==> config.mk <==
export PLATFORM = sky130hd
export DESIGN_NAME = opfetch_unit
export DESIGN_NICKNAME = d
export VERILOG_FILES = /design/src/rtl/opf_pkg.sv /design/src/rtl/opf_decode.sv /design/src/rtl/opf_base_adder.sv /design/src/rtl/opf_seq.sv /design/src/rtl/opfetch_unit.sv
export SDC_FILE = /design/constraint.sdc
export NUM_CORES = 1
export LEC_CHECK = 0
export BUFFER_PORTS_ARGS = -buffer_cell sky130_fd_sc_hd__buf_2
export CAP_MARGIN = 30
export CORE_MARGIN = 4
export CORE_UTILIZATION = 58
export CTS_CLUSTER_DIAMETER = 30
export DETAILED_ROUTE_END_ITERATION = 8
export GPL_ROUTABILITY_DRIVEN = 0
export PLACE_DENSITY = 0.84
export SKIP_LAST_GASP = 1
export SLEW_MARGIN = 10
export SYNTH_ARGS = -nofsm -noshare
export SYNTH_HDL_FRONTEND = slang
export SYNTH_SLANG_ARGS = --single-unit
==> constraint.sdc <==
create_clock -name clk -period 8.5 [get_ports clk]
set_input_delay 1.7 -clock clk [delete_from_list [all_inputs] [get_ports clk]]
set_output_delay 1.7 -clock clk [all_outputs]
set_load 0.02 [all_outputs]
==> src/rtl/opf_pkg.sv <==
package opf_pkg;
  localparam int INSTR_W = 32;

  typedef struct packed {
    logic [7:0]  op;
    logic [2:0]  rj;
    logic [1:0]  mode;
    logic [2:0]  ri;
    logic [15:0] konst;
  } instr_t;

  typedef enum logic [1:0] {
    ST_IDLE = 2'd0,
    ST_CALC = 2'd1,
    ST_REQ  = 2'd2,
    ST_WAIT = 2'd3
  } opf_state_e;

  // opcodes whose second operand is an address, not a value
  function automatic logic is_dest(input logic [7:0] op);
    return (op == 8'h01) || (op >= 8'h20 && op <= 8'h2C) || (op == 8'h31);
  endfunction

  // number of memory reads still to issue
  function automatic logic [1:0] mem_levels(input logic [1:0] mode, input logic dest);
    logic [1:0] lv;
    lv = (mode == 2'b11) ? 2'd0 : mode;
    if (dest && lv != 2'd0) lv = lv - 2'd1;
    return lv;
  endfunction
endpackage

==> src/rtl/opf_decode.sv <==
module opf_decode
  import opf_pkg::*;
(
  input  logic [INSTR_W-1:0] word,
  output logic [7:0]         op,
  output logic [2:0]         rj,
  output logic [2:0]         ri,
  output logic [15:0]        konst,
  output logic               illegal,
  output logic               dest,
  output logic [1:0]         levels
);
  instr_t f;
  always_comb begin
    f       = instr_t'(word);
    op      = f.op;
    rj      = f.rj;
    ri      = f.ri;
    konst   = f.konst;
    illegal = (f.mode == 2'b11);
    dest    = is_dest(f.op);
    levels  = mem_levels(f.mode, is_dest(f.op));
  end
endmodule

==> src/rtl/opf_base_adder.sv <==
module opf_base_adder #(
  parameter int DATA_W  = 32,
  parameter int CONST_W = 16,
  parameter int REG_AW  = 3
) (
  input  logic [CONST_W-1:0] konst,
  input  logic [REG_AW-1:0]  ri,
  input  logic [DATA_W-1:0]  ri_val,
  output logic               ri_zero,
  output logic [DATA_W-1:0]  konst_ext,
  output logic [DATA_W-1:0]  base
);
  localparam int EXT_W = DATA_W - CONST_W;

  function automatic logic [DATA_W-1:0] sext(input logic [CONST_W-1:0] k);
    return {{EXT_W{k[CONST_W-1]}}, k};
  endfunction

  always_comb begin
    ri_zero   = (ri == '0);
    konst_ext = sext(konst);
    base      = konst_ext + (ri_zero ? '0 : ri_val);
  end
endmodule

==> src/rtl/opf_seq.sv <==
module opf_seq
  import opf_pkg::*;
#(
  parameter int DATA_W = 32
) (
  input  logic              clk,
  input  logic              rst_n,
  input  logic              start,
  input  logic [INSTR_W-1:0] instr,
  output logic [INSTR_W-1:0] ir,
  input  logic              illegal,
  input  logic              dest,
  input  logic [1:0]        levels,
  input  logic [DATA_W-1:0] base,
  output logic              mem_req,
  output logic [DATA_W-1:0] mem_addr,
  input  logic              mem_rvalid,
  input  logic [DATA_W-1:0] mem_rdata,
  output logic              done,
  output logic              err,
  output logic [DATA_W-1:0] operand,
  output logic [DATA_W-1:0] eff_addr,
  output logic              accept,
  output logic              calc_fire,
  output logic              read_ret,
  output logic              dest_q
);
  opf_state_e state;
  logic [1:0] left_q;
  logic [DATA_W-1:0] addr_q;

  assign accept    = start && (state == ST_IDLE);
  assign calc_fire = (state == ST_CALC);
  assign read_ret  = (state == ST_WAIT) && mem_rvalid;
  assign mem_req   = (state == ST_REQ);
  assign mem_addr  = addr_q;

  always_ff @(posedge clk or negedge rst_n) begin
    if (!rst_n) begin
      state    <= ST_IDLE;
      ir       <= '0;
      left_q   <= '0;
      addr_q   <= '0;
      done     <= 1'b0;
      err      <= 1'b0;
      operand  <= '0;
      eff_addr <= '0;
      dest_q   <= 1'b0;
    end else begin
      done <= 1'b0;
      unique case (state)
        ST_IDLE: if (accept) begin
          ir    <= instr;
          err   <= 1'b0;
          state <= ST_CALC;
        end
        ST_CALC: begin
          dest_q <= dest;
          if (illegal || levels == 2'd0) begin
            err      <= illegal;
            done     <= 1'b1;
            operand  <= base;
            eff_addr <= base;
            state    <= ST_IDLE;
          end else begin
            addr_q <= base;
            left_q <= levels;
            state  <= ST_REQ;
          end
        end
        ST_REQ: state <= ST_WAIT;
        ST_WAIT: if (mem_rvalid) begin
          if (left_q == 2'd1) begin
            operand  <= mem_rdata;
            eff_addr <= dest_q ? mem_rdata : addr_q;
            done     <= 1'b1;
            state    <= ST_IDLE;
          end else begin
            addr_q <= mem_rdata;
            left_q <= left_q - 2'd1;
            state  <= ST_REQ;
          end
        end
        default: state <= ST_IDLE;
      endcase
    end
  end
endmodule

==> src/rtl/opfetch_unit.sv <==
module opfetch_unit
  import opf_pkg::*;
#(
  parameter int DATA_W  = 32,
  parameter int CONST_W = 16,
  parameter int REG_AW  = 3
) (
  input  logic              clk,
  input  logic              rst_n,
  input  logic              start,
  input  logic [31:0]       instr,
  output logic [REG_AW-1:0] idx_sel,
  input  logic [DATA_W-1:0] idx_data,
  output logic              mem_req,
  output logic [DATA_W-1:0] mem_addr,
  input  logic              mem_rvalid,
  input  logic [DATA_W-1:0] mem_rdata,
  output logic              done,
  output logic              err,
  output logic [DATA_W-1:0] operand,
  output logic [DATA_W-1:0] eff_addr,
  output logic [7:0]        opcode,
  output logic [2:0]        rj
);
  logic [INSTR_W-1:0] ir;
  logic [7:0]  d_op;
  logic [2:0]  d_rj, d_ri;
  logic [15:0] d_konst;
  logic        d_illegal, d_dest;
  logic [1:0]  d_levels;
  logic        ri_zero;
  logic [DATA_W-1:0] konst_ext, base;
  logic        accept, calc_fire, read_ret, dest_q;

  opf_decode u_dec (
    .word(ir), .op(d_op), .rj(d_rj), .ri(d_ri), .konst(d_konst),
    .illegal(d_illegal), .dest(d_dest), .levels(d_levels)
  );

  opf_base_adder #(.DATA_W(DATA_W), .CONST_W(CONST_W), .REG_AW(REG_AW)) u_add (
    .konst(d_konst[CONST_W-1:0]), .ri(d_ri[REG_AW-1:0]), .ri_val(idx_data),
    .ri_zero(ri_zero), .konst_ext(konst_ext), .base(base)
  );

  opf_seq #(.DATA_W(DATA_W)) u_seq (
    .clk(clk), .rst_n(rst_n), .start(start), .instr(instr), .ir(ir),
    .illegal(d_illegal), .dest(d_dest), .levels(d_levels), .base(base),
    .mem_req(mem_req), .mem_addr(mem_addr), .mem_rvalid(mem_rvalid),
    .mem_rdata(mem_rdata), .done(done), .err(err), .operand(operand),
    .eff_addr(eff_addr), .accept(accept), .calc_fire(calc_fire),
    .read_ret(read_ret), .dest_q(dest_q)
  );

  assign idx_sel = d_ri[REG_AW-1:0];
  assign opcode  = d_op;
  assign rj      = d_rj;
endmodule

Word level (Yosys, flattened, before mapping)
Index checks and enable logic that the tools add are counted.
- register bits: 135
- output and inout bits: 113
- logic and storage cells: 75
- add/subtract/negate cells: 3
- magnitude comparators: 2
- equal/unequal tests: 13
- mux-type cells: 31
- reduce and logical (&&, ||, !) cells: 17
- operators by type and width (cell ; count):
    two-way mux 32 bit ; 10
    case mux 32 bit (2 select lines) ; 3
    adder 32 bit ; 1
    two-way mux 2 bit ; 9
    != test 2 bit (second input constant) ; 5
    == test 8 x 1 -> 1 bit (second input constant) ; 1
    == test 8 x 6 -> 1 bit (second input constant) ; 1
    greater-or-equal comparator 8 x 6 -> 1 bit (second input constant) ; 1
    less-or-equal comparator 8 x 6 -> 1 bit (second input constant) ; 1
    case mux 2 bit (4 select lines) ; 1
    AND reduction 4 bit ; 2
    == test 2 bit (second input constant) ; 3
    nonzero test 2 bit ; 3
    two-way mux 1 bit ; 5
    == test 2 x 1 -> 1 bit (second input constant) ; 2
    zero test 2 bit ; 2
    case mux 1 bit (2 select lines) ; 2
    case mux 2 bit (2 select lines) ; 1
    AND reduction 2 bit ; 2
    subtractor 2 x 1 -> 2 bit (second input constant) ; 2
    logical AND 1 bit ; 3
    zero test 3 bit ; 1
    logical OR 1 bit ; 3
    AND reduction 3 bit ; 1
    != test 2 x 1 -> 1 bit (second input constant) ; 1

Logic depth before layout (Yosys ltp)
Gate-level depths: netlist (run 1).
- depth in word-level cells: 10
- mapped depth: 13

Hierarchy
From an unflattened synthesis (run 1), not the netlist that was laid out.
- cell total of the unflattened synthesis: 878
- area, all modules: 8733.4 um^2
- modules (own cells, without submodules) (module ; instances ; cells each ; area an instance (um^2)):
    opf_seq ; 1 ; 505 ; 6129.6
    opf_base_adder ; 1 ; 329 ; 2257.2
    opf_decode ; 1 ; 44 ; 346.6

Worst setup path before layout (run 1)
Ideal clock, no wire load.
- path kind: input to register
- from: input idx_data[0]
- to: register u_seq.eff_addr[28]
- library setup time: 0.094 ns
- data arrival time: 3.971 ns
- data required time: 8.406 ns
- path slack: 4.435 ns
- cell stages on the path: 11
- buffers on the path: 0
- cell sequence: nor2b_1 ha_1 fa_1 a211oi_2 o21ai_1 nand2_1 nand2_2 a211o_1 a221o_1 and3b_1 a211oi_1
- word-level cells in the longest chain between the ends: 4
- RTL lines (item ; RTL line ; source):
    from (decl) ; opfetch_unit.sv:13 ; input logic [DATA_W-1:0] idx_data,
    two-way mux 32 bit ; opf_base_adder.sv:22 ; base = konst_ext + (ri_zero ? '0 : ri_val);
    adder 32 bit ; opf_base_adder.sv:22 ;
    two-way mux 32 bit ; opf_seq.sv:59 ; if (illegal || levels == 2'd0) begin
    case mux 32 bit (2 select lines) ; opf_seq.sv:51 ; unique case (state)
    to (signal assigned) ; opf_seq.sv:63 ; eff_addr <= base;
    to (signal assigned) ; opf_seq.sv:75 ; eff_addr <= dest_q ? mem_rdata : addr_q;
    to (decl) ; opf_seq.sv:22 ; output logic [DATA_W-1:0] eff_addr,
No other way between the ends. The select of a mux whose other input is x is not followed.
A chain may end at the register's enable or synchronous reset.

Worst setup path after layout (run 1)
- from: input idx_data[8]
- to: register u_seq.operand[17]
- word-level cells in the longest chain between the ends: 4
- RTL lines (item ; RTL line ; source):
    two-way mux 32 bit ; opf_base_adder.sv:22 ;
    adder 32 bit ; opf_base_adder.sv:22 ;
    two-way mux 32 bit ; opf_seq.sv:59 ;
    case mux 32 bit (2 select lines) ; opf_seq.sv:51 ;
    to (signal assigned) ; opf_seq.sv:62 ; operand <= base;
    to (signal assigned) ; opf_seq.sv:74 ; operand <= mem_rdata;
    to (decl) ; opf_seq.sv:21 ; output logic [DATA_W-1:0] operand,
No other way between the ends. The select of a mux whose other input is x is not followed.

==> metrics.md, run 1 <==
| Metric | Value |
|---|---|
| Status | finished clean |
| Num rows | 43 |
| # DRC | 0 |
| Pwr dens | 499 mW/mm2 |
| Post-CTS setup buffers | 0 |
| Max stage delay cell, worst path | a2111oi_0 |
| Final hold vios | 0 |
| Die Ht | approximately 130 um |
| Yosys top cell area share | 0.406 |
| Top-count cell post-synth | dfrtp_1 |
| Buffers on Ports | 212 |
| Routed via count | 7707 |
| CP peak stage delay | roughly 0.46 ns |
| DRT iter0 DRCs | 644 |
| DP HPWL | about 17000 um |
| Final cycle utilization of the critical path | 0.490 |
| CP Data Required Time | 8.85 ns |
| Share of cells above drive strength 1 | 0.283 |
| Vias in the first global route | roughly 7400 |
| CP Max Fanout | 7 |
| CTS root buf | clkbuf_16 |
| Initial antenna violation count | 1 |
| Post-synth EDFFs | 0 |
| FF-to-FF Start | u_seq.ir[25] |
| Hold Path Stages | 2 |
| First-pass DRT Iterations | 5 |
| Cts bufs inserted | 17 |
| H-tree depth | 4 |
| Routed wire length | 23900 um |
| Most used DFF post-synth | dfrtp_1 |
| Gr usage total | 0.292 |
| Yosys reg bits | 135 |
| Syn Area/Cell | just over 9 um2 |
| Commonest cells post-synth | 135 x dfrtp_1, 115 x nand2_1, 89 x o21ai_0 |
| Critical path type | primary input to register |
| CTS Sinks | 135 |
| Critical-path cell list | buf_2 > nor2b_1 > ha_1 > a21o_1 > o21bai_1 > a2111oi_0 > o21ai_0 > a211oi_1 > xnor2_1 > nand2_1 > a31oi_1 |
| Post-CTS Resized | 0 |
| RSZ-0062 raised after global routing | false |
| # fillers | approximately 1100 |
| Synth area leaders | dfrtp_1 41%, o21ai_0 5.4%, mux2_2 5.3% |
| Seq/Total Area, Yosys | 0.406 |
| Max-slew headroom | 0.379 |
| Cells after Synth | 917 |
| Layout Utilization | 0.712 |
| Leak | ~0.0047 uW |
| WL per Instance | 18.7 um |
| Worst slew pin tran | slightly above 0.9 ns |
| Max Slew Vio Count | 0 |
| P&R area growth vs syn | 19.7% |
| Setup crit end kind | register |
| Total power | 4970 uW |
| # Max-Cap Violations | 0 |
| Worst Min Path Start | u_seq.eff_addr[5] |
| Worst IR Drop VDD | roughly 0.25 mV |
| Die area | 0.0163 mm2 |
| Longest Clk Path Bufs | 2 |
| Register area | roughly 0.0034 mm2 |
| DR vias/cell | 6.03 |
| Die Wd | 128 um |
| GR Overflow Total | 0 |
| # hold bufs at CTS | 0 |
| Synth async-reset ratio | 1.00 |
| Net Count, Synth | 1053 |
| Core Area | 0.0140 mm2 |
| Netlist cell types | 65 |
| Final Critical Period | around 4.2 ns |
| Endpoints failing setup | 0 |
| Clk pin slew, worst setup/hold paths | 0.07 ns |
| R2r endpoint | u_seq.eff_addr[28] |
| Largest net degree at the start of global routing | 105 |
| Fin nets | between 1000 and 1500 |
| Syn. warnings | 0 |
| Antenna viol nets, final | 0 |
| Worst Hold End | u_seq.eff_addr[5] |
| Setup TNS | 0 ns |
| Maximum clock frequency | 240 MHz |
| Initial Utilization | 0.595 |
| Type of origin of the critical path | primary input |
| FF-to-FF setup slack | ~4.5 ns |
| Yosys top cell by area | dfrtp_1 |
| Clock latency on the worst-skew pair | 0.42 ns |
| CP Data Arrival Time | 4.51 ns |
| CTS tree | yes |
| Antenna diodes | 0 |
| Mapped Area | about 0.0083 mm2 |
| Worst hold path class | register to register |
| Register-to-Register Path Depth | 9 |
| Setup Skew | 0.00918 ns |
| Io pins | 213 |
| First-pass GRT wire length | 37900 um |
| Multi-input logic area | 0.00456 mm2 |
-- flip-flops by register name, summed over array words and instances, names as in the netlist --
| register | cells |
|---|---|
| u_seq.err | 1 |
| u_seq.done | 1 |
| u_seq.dest_q | 1 |
| u_seq.left_q | 2 |
| u_seq.ir | 32 |
| u_seq.operand | 32 |
| u_seq.mem_addr | 32 |
| u_seq.eff_addr | 32 |
| u_seq.state | 2 |
-- power by group --
part / switching [uW] / internal (uW) / total, uW
logic: 1950 / 1080 / 3030
clock network: 314 / 418 / 732
registers: 242 / 964 / 1210
-- worst max-delay path, delay by kind of cell --
family                   cells  cell delay, ns
AO/OA/AOI/OAI                6            1.70
adder cells (fa/ha/maj)      1            0.42
AND/OR/NAND/NOR              2            0.32
XOR/XNOR                     1            0.27
buffers and inverters        1            0.10
-- cells in the final DEF, fill, tap and decap left out, types with 3 or more instances in the layout --
| cell type | Yosys | layout |
|---|---|---|
| a21oi_1 | 75 | 75 |
| mux2i_1 | 36 | 36 |
| mux2_2 | 39 | 39 |
| nor2_1 | 63 | 63 |
| a21o_1 | 12 | 12 |
| o221ai_1 | 6 | 6 |
| nor3_1 | 28 | 27 |
| nand4_1 | 9 | 9 |
| inv_1 | 12 | 12 |
| buf_4 | 17 | 7 |
| clkbuf_16 | 0 | 17 |
| nor2b_1 | 36 | 36 |
| ha_1 | 35 | 35 |
| nand2b_1 | 4 | 4 |
| a31oi_1 | 20 | 20 |
| and2_1 | 4 | 3 |
| o21ai_0 | 89 | 89 |
| or3_1 | 5 | 5 |
| and3_1 | 5 | 5 |
| xnor2_1 | 15 | 15 |
| xor2_1 | 11 | 11 |
| a211oi_1 | 12 | 12 |
| dfrtp_1 | 135 | 134 |
| buf_2 | 17 | 211 |
| a21boi_0 | 4 | 4 |
| o21bai_1 | 5 | 5 |
| and4_1 | 4 | 4 |
| clkinvlp_4 | 0 | 3 |
| o211ai_1 | 9 | 9 |
| inv_6 | 0 | 4 |
| nand2_1 | 115 | 114 |
| nand3_1 | 13 | 13 |
| o21a_1 | 5 | 5 |
-- per-stage QoR --
step           instance area [um2]  setup WS, ns  hold WS (ns)  std cells
2_1_floorplan                 8320          4.43         0.482        917
3_3_place_gp                  9330          4.17         0.459       1244
3_5_place_dp                  9330          4.08         0.462       1244
4_1_cts                       9910          4.52         0.478       1276
5_1_grt                       9950          4.12         0.506       1278
6_report                      9950          4.34         0.475       1278
-- per-layer routing --
layer,track usage,vias up,share of wire
met4,0.0893,2,0.014
met2,0.460,392,0.47
met3,0.0775,33,0.097
met5,0,-,0.00050
met1,0.396,3671,0.42
li1,-,3609,-
-- worst max-delay path by stage --
stage	end	startpoint
4_1_cts	u_seq.eff_addr[28]	mem_rvalid
3_5_place_dp	u_seq.eff_addr[28]	mem_rvalid
6_report	u_seq.operand[17]	idx_data[8]
2_1_floorplan	u_seq.eff_addr[28]	idx_data[0]
3_3_place_gp	u_seq.eff_addr[28]	mem_rvalid
5_1_grt	u_seq.operand[28]	u_seq.ir[25]
-- kinds of logic (layout without fill, tap and decap cells) --
family / after synthesis / after routing / share of synthesized area
AO/OA/AOI/OAI: 264 / 264 / 0.197
XOR/XNOR: 26 / 26 / 0.0274
adder cells (fa/ha/maj): 36 / 36 / 0.0550
buffers and inverters: 84 / 265 / 0.0490
flip-flops: 135 / 135 / 0.406
multiplexers: 75 / 75 / 0.0961
AND/OR/NAND/NOR: 297 / 297 / 0.169
-- final cells by class --
class,instances,area share
multi-input cells,698,0.458
flip-flops and latches,135,0.339
well taps,180,0.0226
clock buffers,18,0.0441
repair buffers,221,0.117
inverters,12,0.00452
clock inverters,14,0.0143
(Power assumes the default switching activity.)
==> run 2: changes to the inputs <==
--- a/config.mk
+++ b/config.mk
@@ -5,14 +5,15 @@
 export SDC_FILE = /design/constraint.sdc
 export NUM_CORES = 1
 export LEC_CHECK = 0
+export ABC_AREA = 1
 export BUFFER_PORTS_ARGS = -buffer_cell sky130_fd_sc_hd__buf_2
 export CAP_MARGIN = 30
 export CORE_MARGIN = 4
-export CORE_UTILIZATION = 58
+export CORE_UTILIZATION = 55
 export CTS_CLUSTER_DIAMETER = 30
 export DETAILED_ROUTE_END_ITERATION = 8
 export GPL_ROUTABILITY_DRIVEN = 0
-export PLACE_DENSITY = 0.84
+export PLACE_DENSITY = 0.8
 export SKIP_LAST_GASP = 1
 export SLEW_MARGIN = 10
 export SYNTH_ARGS = -nofsm -noshare
==> constraint.sdc (replaced) <==
create_clock -name clk -period 4 [get_ports clk]
set_input_delay 0.8 -clock clk [delete_from_list [all_inputs] [get_ports clk]]
set_output_delay 0.8 -clock clk [all_outputs]
set_load 0.02 [all_outputs]
==> run 2 against run 1 <==
  * Highest routed layer is now met4
  * Critical path type is now register to register
  * Die area up 12%
  * Setup slack worse by 3.6 ns
  * Sequential power up 110%
==> metrics.md, run 2 <==
| Metric | Value |
|---|---|
| Layout Cells excl Fill | 1771 (+39%) |
| Worst slew pin tran | 0.683 ns (-0.249 ns) |
| Vias in the first global route | 8634 (+17%) |
| Clk pin slew, worst setup/hold paths | 0.06 ns (about the same) |
| Final hold vios | 0 (unchanged) |
| CTS tree | yes |
| CTS Sinks | 135 (unchanged) |
| Yosys reg bits | 135 (unchanged) |
| Initial antenna violation count | 1 (unchanged) |
| CP Max Fanout | 21 (+14) |
| Seq/Total Area, Yosys | 0.379 (-0.0276) |
| Placed Cells | 1736 (+40%) |
| Status | finished clean |
| Max Slew Vio Count | 0 (unchanged) |
| Share of cells above drive strength 1 | 0.187 (-0.0960) |
| Io pins | 213 (unchanged) |
| Post-CTS Resized | 0 (unchanged) |
| Critical-path cell list | nor2_1 > nand2_1 > inv_1 > buf_4 > nor2_1 > ha_1 > nand2_1 > nor2_1 > inv_1 > nor2_1 > nand3b_1 > nand3_1 > nand2_1 > nand3_1 > o21ai_0 > nand2_1 > nand2_1 |
| Antenna viol nets, final | 0 (unchanged) |
| # DRC | 0 (unchanged) |
| Mapped Area | 0.00892 mm2 (+7.3%) |
| Most frequent cells in the layout | 567 x nand2_1, 211 x buf_2, 188 x inv_1 |
| Final cycle utilization of the critical path | 0.824 |
| Final Critical Period | around 3.3 ns |
| Cells after Synth | 1356 (+48%) |
| Longest Clk Path Bufs | 2 (unchanged) |
| RSZ-0062 raised after global routing | false |
| H-tree depth | 4 (unchanged) |
| CP Data Required Time | 4.31 ns (-4.54 ns) |
| Net Count, Synth | 1492 (+42%) |
| Max-slew headroom | 0.544 (+0.165) |
| DP HPWL | 18900 um (+11%) |
| Setup Skew | 0.00803 ns (-0.00115 ns) |
| Gr usage total | 0.282 (-0.0101) |
| Die area | 0.0183 mm2 (+12%) |
| Cts bufs inserted | 17 (unchanged) |
| Maximum clock frequency | 304 MHz |
| Pwr dens | 1030 mW/mm2 (+110%) |
| Post-CTS setup buffers | 0 (unchanged) |
| First-pass DRT Iterations | 5 (unchanged) |
| Clock latency on the worst-skew pair | 0.43 ns (about the same) |
| P&R area growth vs syn | 20.3% |
| Num rows | 46 (+7.0%) |
| Fin nets | 1677 (+37%) |
| Synth area leaders | dfrtp_1 38%, nand2_1 24%, inv_1 7.9% |
| DR vias/cell | 5.09 (-16%) |
| Max stage delay cell, worst path | inv_1 |
| Yosys top cell by area | dfrtp_1 |
| Routed via count | 9015 (+17%) |
| Routed wire length | 25500 um (+6.7%) |
| CP dominant cell by count | nand2_1 |
| CTS root buf | clkbuf_16 |
| Largest net degree at the start of global routing | 107 (+1.9%) |
| Die Ht | 135 um (+6.0%) |
| First-pass GRT wire length | 41300 um (+8.8%) |
| CP Data Arrival Time | 3.61 ns (-0.90 ns) |
| # hold bufs at CTS | 0 (unchanged) |
| Worst IR Drop VDD | 0.834 mV (+240%) |
| Top-count cell post-synth | nand2_1 |
| CP peak stage delay | 0.49 ns (+0.03 ns) |
| Netlist cell types | 32 (-51%) |
| Syn. warnings | 0 (unchanged) |
| Buffers on Ports | 212 (unchanged) |
| Leak | 0.00641 uW (+37%) |
| Core Area | 0.0159 mm2 (+14%) |
| Critical path type | register to register |
| # Max-Cap Violations | 0 (unchanged) |
| Synth async-reset ratio | 1.00 (unchanged) |
| Initial Utilization | 0.562 (-0.0329) |
| Leading cell type in the layout, fill and taps excluded | nand2_1 |
| Type of origin of the critical path | register |
| Yosys top cell area share | 0.379 (-0.0276) |
| Die Wd | 135 um (+6.0%) |
| Commonest cells post-synth | 567 x nand2_1, 188 x inv_1, 135 x dfrtp_1 |
| Most used DFF post-synth | dfrtp_1 |
| Setup crit end kind | register |
| Setup TNS | 0 ns (unchanged) |
| Endpoints failing setup | 0 (unchanged) |
| Syn Area/Cell | 6.58 um2 (-27%) |
| GR Overflow Total | 0 (unchanged) |
| Worst hold path class | primary input to async pin |
| Post-synth EDFFs | 0 (unchanged) |
| WL per Instance | 14.4 um (-23%) |
| DRT iter0 DRCs | 737 (+14%) |
run 2: final timing paths:
check / from / to / slack (ns) / cells after the start
min reg2reg: u_seq.eff_addr[10] / u_seq.eff_addr[10] / 0.47 / 2
min: rst_n / u_seq.ir[7] / 0.27 / 1
max reg2reg: u_seq.ir[17] / u_seq.operand[17] / 0.71 / 17
max: u_seq.ir[17] / u_seq.operand[17] / 0.71 / 17
min in group clk: u_seq.eff_addr[10] / u_seq.eff_addr[10] / 0.47 / 2
max in group asynchronous: rst_n / u_seq.mem_addr[27] / 2.84 / 3
run 2: routing by layer:
| metal | part of all wire | vias to the layer above | global-route usage |
|---|---|---|---|
| li1 | - | 4503 | - |
| met1 | 0.42 | 4072 | 0.357 |
| met2 | 0.47 | 371 | 0.474 |
| met3 | 0.063 | 69 | 0.0464 |
| met4 | 0.040 | 0 | 0.127 |
| met5 | 0 | - | 0 |
run 2: cell type report:
class / instances / area [um2]
Fill cell: 1425 / 5150
Multi-Input combinational cell: 971 / 4510
Sequential cell: 135 / 3380
Timing Repair Buffer: 224 / 1220
Inverter: 192 / 721
Clock buffer: 17 / 425
Tap cell: 216 / 270
Clock inverter: 15 / 204
Antenna cell: 1 / 2.50
run 2: logic make-up (layout without fill, tap and decap cells):
family | count (synthesis) | in the layout | share of synthesized area
and+or+nand+nor | 780 | 780 | 0.345
other | 0 | 1 | 0
DFF | 135 | 135 | 0.379
adders and majority gates | 36 | 36 | 0.0513
muxes | 27 | 27 | 0.0341
buffers and inverters | 250 | 448 | 0.116
xor gates and xnor gates | 4 | 4 | 0.00393
AOI/OAI and AO/OA | 124 | 124 | 0.0712
run 2: metrics by stage:
stage	total power [uW]	setup WS, ns	util	area, um2	hold slack, ns
floorplan	7400	1.49	-	8920	0.453
detailed placement	9260	0.783	0.633	10100	0.454
global route	12100	0.430	0.676	10700	0.289
finish	11000	0.706	0.676	10700	0.265
global placement	9100	0.808	0.632	10000	0.450
CTS	11000	0.749	0.673	10700	0.470
run 2: where the power goes:
| part | switching (uW) | total [uW] | internal, uW |
|---|---|---|---|
| Clock | 687 | 1700 | 1010 |
| Sequential | 476 | 2550 | 2080 |
| Combinational | 4610 | 6800 | 2190 |
| Total | 5770 | 11000 | 5280 |
run 2: critical path: cells and delay by family, from the launching register on:
kind / cells / cell delay, ns
buffers and inverters: 3 / 0.80
AO/OA/AOI/OAI: 1 / 0.13
AND/OR/NAND/NOR: 12 / 1.50
flip-flops: 1 / 0.38
adder cells (fa/ha/maj): 1 / 0.38
